==> config.mk <==
export PLATFORM = sky130hd
export DESIGN_NAME = shift_rot_unit
export DESIGN_NICKNAME = d
export VERILOG_FILES = /design/src/rtl/shift_rot_unit.sv
export SDC_FILE = /design/constraint.sdc
export NUM_CORES = 1
export LEC_CHECK = 0
export BUFFER_PORTS_ARGS = -buffer_cell sky130_fd_sc_hd__buf_4
export CAP_MARGIN = 40
export CORE_MARGIN = 4
export CORE_UTILIZATION = 30
export DETAILED_ROUTE_END_ITERATION = 16
export SYNTH_ARGS = -nofsm -noshare
export SYNTH_HDL_FRONTEND = slang
export SYNTH_SLANG_ARGS = --single-unit
==> constraint.sdc <==
create_clock -name clk -period 0.8 [get_ports clk]
set_clock_uncertainty 0.15 [all_clocks]
set_input_delay 0.04 -clock clk [delete_from_list [all_inputs] [get_ports clk]]
set_output_delay 0.04 -clock clk [all_outputs]
set_load 0.02 [all_outputs]
==> src/rtl/shift_rot_unit.sv <==
module shift_rot_unit #(
  parameter int DW = 32
) (
  input  logic          clk,
  input  logic          rst_n,
  input  logic [DW-1:0] opnd_i,
  input  logic [5:0]    cnt_i,
  input  logic [2:0]    op_i,
  input  logic [1:0]    size_i,
  input  logic          x_i,
  output logic [DW-1:0] res_o,
  output logic          x_o,
  output logic          n_o,
  output logic          z_o,
  output logic          v_o,
  output logic          c_o
);
  localparam int EW = 3 * DW;

  logic [DW-1:0] wmask, topbit, a, sx, fill, r, mtop, rot;
  logic [5:0]    wbits, wm1, rl, rw, rm, rl2;
  logic [EW-1:0] shl;
  logic signed [EW:0] shr;
  logic [DW:0]   ring, rmask, rr;
  logic          left, cnt0, shl_c, asl_v, rox_x, c, x, v;
  logic [1:0]    kind;

  always_comb begin
    case (size_i)
      2'd0:    begin wmask = DW'(8'hFF);   wbits = 6'd8;  end
      2'd1:    begin wmask = DW'(16'hFFFF); wbits = 6'd16; end
      default: begin wmask = '1;           wbits = 6'(DW); end
    endcase
  end

  assign kind   = op_i[2:1];
  assign left   = op_i[0];
  assign cnt0   = (cnt_i == 6'd0);
  assign topbit = wmask & ~(wmask >> 1);
  assign a      = opnd_i & wmask;
  assign sx     = (|(a & topbit)) ? (a | ~wmask) : a;
  assign fill   = (kind == 2'd0) ? sx : a;

  assign shl = {{(EW-DW){1'b0}}, a} << cnt_i;
  assign shr = $signed({(kind == 2'd0) & sx[DW-1], fill, {(EW-DW){1'b0}}}) >>> cnt_i;

  always_comb begin
    case (size_i)
      2'd0:    shl_c = shl[8];
      2'd1:    shl_c = shl[16];
      default: shl_c = shl[DW];
    endcase
  end

  assign mtop  = wmask & ~(wmask >> ({1'b0, cnt_i} + 7'd1));
  assign asl_v = cnt0 ? 1'b0 :
                 ({1'b0, cnt_i} >= {1'b0, wbits}) ? (|a) :
                 ((|(a & mtop)) && ((a & mtop) != mtop));

  assign wm1 = wbits - 6'd1;
  assign rl  = left ? (cnt_i & wm1) : ((wbits - (cnt_i & wm1)) & wm1);
  assign rot = ((a << rl) | (a >> (wbits - rl))) & wmask;

  assign rw    = wbits + 6'd1;
  assign rm    = cnt_i % rw;
  assign rl2   = (left || rm == 6'd0) ? rm : (rw - rm);
  assign ring  = {1'b0, a} | ({{DW{1'b0}}, x_i} << wbits);
  assign rmask = {1'b0, wmask} | ({{DW{1'b0}}, 1'b1} << wbits);
  assign rr    = ((ring << rl2) | (ring >> (rw - rl2))) & rmask;
  assign rox_x = |(rr & ({{DW{1'b0}}, 1'b1} << wbits));

  always_comb begin
    v = 1'b0;
    case (kind)
      2'd0, 2'd1: begin
        r = left ? (shl[DW-1:0] & wmask) : (shr[EW-1 -: DW] & wmask);
        c = cnt0 ? 1'b0 : (left ? shl_c : shr[EW-DW-1]);
        x = cnt0 ? x_i : c;
        v = (kind == 2'd0 && left) ? asl_v : 1'b0;
      end
      2'd2: begin
        r = rr[DW-1:0] & wmask;
        c = rox_x;
        x = rox_x;
      end
      default: begin
        r = rot;
        c = cnt0 ? 1'b0 : (left ? rot[0] : (|(rot & topbit)));
        x = x_i;
      end
    endcase
  end

  always_ff @(posedge clk or negedge rst_n) begin
    if (!rst_n) begin
      res_o <= '0;
      {x_o, n_o, z_o, v_o, c_o} <= '0;
    end else begin
      res_o <= (opnd_i & ~wmask) | r;
      x_o   <= x;
      n_o   <= |(r & topbit);
      z_o   <= (r == '0);
      v_o   <= v;
      c_o   <= c;
    end
  end

  AST_UPPER_HOLD: assert property (@(posedge clk) disable iff (!rst_n)
    $past(rst_n) && $past(size_i) == 2'd0 |-> res_o[DW-1:8] == $past(opnd_i[DW-1:8]));
  AST_V_ASL_ONLY: assert property (@(posedge clk) disable iff (!rst_n)
    $past(rst_n) && $past(op_i) != 3'd1 |-> !v_o);
  AST_ROT_KEEPS_X: assert property (@(posedge clk) disable iff (!rst_n)
    $past(rst_n) && $past(op_i[2:1]) == 2'd3 |-> x_o == $past(x_i));
  AST_ZERO_COUNT: assert property (@(posedge clk) disable iff (!rst_n)
    $past(rst_n) && $past(cnt_i) == 6'd0 && $past(op_i[2:1]) != 2'd2
    |-> !c_o && x_o == $past(x_i) && res_o == $past(opnd_i));
  AST_ROX_CX: assert property (@(posedge clk) disable iff (!rst_n)
    $past(rst_n) && $past(op_i[2:1]) == 2'd2 |-> c_o == x_o);
  AST_ASL_NO_V_ZERO: assert property (@(posedge clk) disable iff (!rst_n)
    $past(rst_n) && $past(op_i) == 3'd1 && $past(opnd_i) == '0 |-> !v_o && z_o);
endmodule

# Word-level counts from Yosys, hierarchy flattened
# Cells that the tools add are included.
# Widths: inputs -> output; s select.
# classes
addsub,7
n_div,1
order_cmp,1
n_eq_ne,4
shifts,9
n_mux,20
bitwise_logic,26
n_reduce_logical,15
# op_table
cell,n
$and 32x32->32,12
$reduce_or 32->1,5
$pmux 32 s2,2
$sshr 97x6->96,1
$mux 32,3
$or 32x32->32,3
$and 33x33->33,2
$or 32x33->33,2
$not 32->32,2
$or 33x33->33,1
$reduce_or 33->1,1
$shl 1x6->33,1
$shl 1x6->33 const A,1
$shl 32x6->33,1
$shl 33x6->33,1
$shr 33x6->33,1
$logic_not 32->1,1
$ne 32x32->1,1
$not 31->32,1
$shl 32x6->32,1
$shr 32x6->32,1
$shr 32x7->32,1
$sub 6x6->6,4
$and 6x6->6,2
other kinds (17),32
# word_totals
reg_bits,37
out_inout_bits,37

# Longest topological paths before layout
# logic_depth
word_depth,16
mapped_depth,61

# Least setup slack after synthesis
# Ideal clock, no wire load.
# synth_timing
path_type,in2reg
startpoint,in size_i[0]
endpoint,reg z_o
setup_time_ns,0.095
arrival_ns,13.444
required_time_ns,0.555
path_slack_ns,-12.889
cell_stages,57
path_buffers,20
cell_sequence,buf_2 -> or2_2 -> clkbuf_1 -> clkbuf_1 -> buf_1 -> clkbuf_1 -> clkbuf_1 -> ha_1 -> clkinv_1 -> a41oi_1 -> ha_1 -> o31ai_1 -> a21oi_1 -> a2111oi_0 -> a21o_1 -> ha_1 -> and3_1 -> o211a_2 -> [21 not listed] -> inv_2 -> clkbuf_1 -> clkbuf_1 -> ha_1 -> xnor2_1 -> nor2_1 -> a221o_1 -> or2_2 -> clkbuf_1 -> clkbuf_1 -> clkbuf_1 -> clkbuf_1 -> o2111a_1 -> o31ai_2 -> nand4b_1 -> or4_1 -> or4_1 -> nor4b_2
# synth_between
elab_chain_len,14
# synth_rtl
element,line,rtl
start: declaration,9,"input logic [1:0] size_i,"
branches (longest 12 deep; another with $add 6x1->6),--,
$pmux 32 s2 (*),74,case (kind)
$logic_not 32->1 (*),102,z_o <= (r == '0);
end signal: assignment,102,
end: declaration,14,"output logic z_o,"
# Mark *: on every way between the ends.

# Final worst setup path
# layout_timing
startpoint,in size_i[1]
endpoint,reg z_o
# The elaborated chain is that of the path after synthesis.

==> impl_summary.md <==
Setup path
The cell repeated most along the worst path is sky130_fd_sc_hd__ha_4. The delay of the slowest cell on the worst path is 0.56 ns. The family with the most delay on the worst path is compound AO/OA/AOI/OAI gates. The combined buffer and inverter count along the critical path is 10. The type of destination of the critical path is a register.

Of all nets on the critical path, the largest fanout is 6. The worst setup path category is in -> reg. The worst setup path is launched from an input port. Data arrives at the worst endpoint at 8.35 ns. The cell at the slowest stage of the critical path is sky130_fd_sc_hd__or4_4. For the worst setup path, the data required time is 0.84 ns.

Logic synthesis
The most frequently used cell type in the post-synthesis netlist is sky130_fd_sc_hd__nand2_1. The sequential element share of the synthesized area is under 10%. Synthesis produced a netlist with a net count of around 2700.

Synthesis inferred 37 register bits. The commonest cells after synthesis are sky130_fd_sc_hd__nand2_1, sky130_fd_sc_hd__nor2_1, sky130_fd_sc_hd__o21ai_0. The most common flop cell mapped by yosys is sky130_fd_sc_hd__dfrtp_1. The average cell area after synthesis is 6.09 um2. The portion of netlist area occupied by mux cells is 11.3%. The unique cell type count in the Yosys netlist is 103. By area the synthesized netlist is led by sky130_fd_sc_hd__o21ai_0, sky130_fd_sc_hd__nand2_1, sky130_fd_sc_hd__nor2_1, sky130_fd_sc_hd__a21oi_1, sky130_fd_sc_hd__mux2i_1. Synthesis produced 2639 cells. The synthesized-area fraction occupied by xor and xnor cells is 1.14%.

The synthesized-area fraction occupied by and/or/nand/nor cells is 26.8%. The fraction of synthesized cell area taken by the top area cell type is 9.46%. In the synthesized netlist the async set-or-reset flop fraction comes to between 90% and 100%.

The leading area contributor after synthesis is sky130_fd_sc_hd__o21ai_0. The number of synthesis warnings is 0. The adder-cell share of the synthesized area is 1.93%. The number of enable-type register cells in the synthesized netlist is 0. The cell area that synthesis handed to floorplanning was 0.0161 mm2. The synthesized netlist devotes 45.5% of its cell area to compound gates. The dominant combinational cell family by area after synthesis is compound AO/OA/AOI/OAI gates.

Place
The placement-stage cell area is 0.0248 mm2. The routability congestion estimate is 1.11. Summed over all nets, the half-perimeter wirelength after detailed placement is 96.7 mm. The number of buffers inserted by port buffering is approximately 80. OpenSTA, run right after detailed placement, puts the worst setup slack at -7.97 ns. Once placement completed, the tool counted placed cells totaling 4175.

Die
From left edge to right edge, the die measures roughly 240 um. The starting density of the core is 30.4%. The total number of placement rows is between 80 and 90. The floorplan step defined a die boundary enclosing approximately 0.057 mm2.

The top-level I/O count is 83. The die is 240 um tall. The core region is 0.0529 mm2.

Clocking
The total number of H-tree levels is 2. The TritonCTS clock tree is yes. The number of clock sinks is 37.

The number of hold buffers added after CTS was 1. The master cell of the clock root buffer is sky130_fd_sc_hd__clkbuf_16. In this run the deepest clock path goes through 2 buffers. After clock tree synthesis, the clock-pin slew on the worst setup and hold paths is 0.06 ns. The number of clock buffers added by TritonCTS is 5.

Final layout
The register area is just over 900 um2. After the last flow step, the layout net total stands at 3650. The proportion of layout cells with a drive suffix above 1 is 41.5%. The final standard cell count with taps included and fillers excluded is 4273.

The post-route cell area is approximately 0.028 mm2. The number of filler instances in the final layout is 5310. The signed area change from the synthesized netlist to the final layout is 72.8%. In the final layout, the multi-input gates occupy 0.0155 mm2.

Global route
The total overflow reported by the global router is 0. The largest net degree at the start of global routing is 78. In the global route stage, overall resource usage came out at 40.6%. The wire length of the first global-routing pass is 173 mm. The initial antenna violation count is 8. The via count of the first global-routing pass is 24800.

Route
The total wirelength of the detailed-routed design is between 100 and 150 mm. The total via count in the routed design is 27100. The routed wire length per instance is 29.0 um. The number of iterations in the first detailed-routing pass is 7. The number of nets with antenna violations after routing is 0. The DRC violation count after routing is 0. The number of DRC violations after detailed-routing iteration 0 is approximately 4000. In the routed layout, each cell is associated on average with a via count of 6.35.

Timing
The sum of negative setup slack is -255.91 ns. The worst setup slack after layout is -7.50 ns. At the pin with the least slew margin, the transition time is 0.842 ns.

The count of pins over their slew limit is 0. The final hold violation count is 1. The tightest hold path in the finished design has a slack of -0.0333 ns. The setup-violating endpoint count in the final report is 74. For this run, the top clock speed supported by timing is 120 MHz.

Setup repair after global routing could not meet its margin everywhere. Subtracting the final worst setup slack from the clock period gives around 8.3 ns. The worst-case headroom to the max-slew limit is roughly 42%. The post-route fraction of the period consumed by the critical path is 1040%.

Pwr
Internal power comes to 0.0394 W. The worst IR drop on VDD is 2.25 mV. The static leakage power is 12.3 nW. The sequential cell fraction of total power is 3.0%. The switching part of the total power is 53.1%. The switching power summed over all nets is 0.0445 W.

Dividing total power by cell area gives a power density of 3020 mW/mm2. The clock share of power is 3.0%. Of the total power, combinational logic draws 93.9%.

Job
Max-cap violations in this run came to 0.

Min path
The min-delay analysis places its worst path in the category in -> reg.

Run status
The checks that failed: negative hold slack, negative setup slack. The flow ran to the end, but the final reports show violations.
[path summary, 6_finish.rpt]
| check | from | end | slack [ns] | cells past startpoint |
|---|---|---|---|---|
| max in group asynchronous | rst_n | res_o[19] | 0.22 | 3 |
| min in group asynchronous | rst_n | res_o[25] | 0.09 | 3 |
| min | opnd_i[13] | res_o[13] | -0.03 | 3 |
| max | size_i[1] | z_o | -7.50 | 43 |
[cells by family (layout without fill, tap and decap cells)]
kind of cell,count (synthesis),in the layout
compound gates,1114,1114
other cells,0,4
fa+ha+maj,25,25
simple gates,970,970
flops,37,37
xor+xnor,21,21
mux,160,160
buf+inv,312,1254
[registers in the layout (all words and copies together), names as in the netlist]
register / cells
v_o: 1
res_o: 32
x_o: 1
c_o: 1
n_o: 1
z_o: 1
[cells in the final DEF, fill, tap and decap left out, types with 12 or more instances in the layout]
cell,n
sky130_fd_sc_hd__nor3_1,60
sky130_fd_sc_hd__o311ai_0,12
sky130_fd_sc_hd__a21o_1,26
sky130_fd_sc_hd__o21a_1,14
sky130_fd_sc_hd__mux4_2,14
sky130_fd_sc_hd__o21ai_1,14
sky130_fd_sc_hd__o22ai_1,32
sky130_fd_sc_hd__a31oi_1,40
sky130_fd_sc_hd__a21oi_1,214
sky130_fd_sc_hd__nor2_1,301
sky130_fd_sc_hd__buf_6,89
sky130_fd_sc_hd__o31ai_1,24
sky130_fd_sc_hd__o21ai_2,20
sky130_fd_sc_hd__a32oi_1,14
sky130_fd_sc_hd__a21oi_2,17
sky130_fd_sc_hd__dfrtp_1,37
sky130_fd_sc_hd__inv_1,48
sky130_fd_sc_hd__a211o_1,15
sky130_fd_sc_hd__a22oi_1,26
sky130_fd_sc_hd__buf_4,1041
sky130_fd_sc_hd__o2111ai_1,12
sky130_fd_sc_hd__ha_1,18
sky130_fd_sc_hd__buf_12,30
sky130_fd_sc_hd__nor4_1,12
sky130_fd_sc_hd__nor2b_1,16
sky130_fd_sc_hd__o221ai_1,12
sky130_fd_sc_hd__nand3_1,67
sky130_fd_sc_hd__a221oi_1,16
sky130_fd_sc_hd__nand2_1,343
sky130_fd_sc_hd__o211ai_1,69
sky130_fd_sc_hd__and3_1,13
sky130_fd_sc_hd__mux2i_1,115
sky130_fd_sc_hd__and2_1,20
sky130_fd_sc_hd__mux2_2,23
sky130_fd_sc_hd__a211oi_1,73
sky130_fd_sc_hd__o21ai_0,273
[stage by stage]
| stage | hold WS [ns] | power [W] | utilization (%) |
|---|---|---|---|
| 2_1_floorplan | -0.406 | 0.0321 | - |
| 3_3_place_gp | -0.151 | 0.0645 | 46.9 |
| 3_5_place_dp | -0.148 | 0.0640 | 46.9 |
| 4_1_cts | -0.0397 | 0.0757 | 51.2 |
| 5_1_grt | -0.0240 | 0.0861 | 52.5 |
| 6_report | -0.0333 | 0.0839 | 52.6 |
[routing by layer]
metal  share of wire (%)  wire [um]  track usage, %
met4                 8.0       9930            23.5
met2                  39      47900            56.8
met3                  14      17500            13.5
met1                  39      48500            54.0
met5               0.028         35               0
[cell type report]
| class | instances | area share (%) |
|---|---|---|
| Antenna cell | 4 | 0.0360 |
| Clock buffer | 5 | 0.450 |
| Clock inverter | 3 | 0.248 |
| Inverter | 61 | 0.900 |
| Multi-Input combinational cell | 2290 | 55.9 |
| Sequential cell | 37 | 3.33 |
| Tap cell | 688 | 3.10 |
| Timing Repair Buffer | 1185 | 36.1 |
[power by group through the flow]
| stage | combinational [W] | clock [W] | sequential, W |
|---|---|---|---|
| final | 0.0788 | 0.00255 | 0.00253 |
| after global placement | 0.0620 | 0 | 0.00247 |
| after detailed placement | 0.0615 | 0 | 0.00249 |
| after floorplan | 0.0291 | 0 | 0.00305 |
| after global routing | 0.0809 | 0.00268 | 0.00257 |
| after CTS | 0.0706 | 0.00259 | 0.00254 |
[timing repair]
item,in CTS,in global routing
setup endpoints to repair,74,74
gates resized for setup,299,128
buffers inserted,61,39
pin swaps,89,70
cloned,10,2
hold endpoints to repair,38,1
No activity file was read; power rests on OpenSTA's default activity.
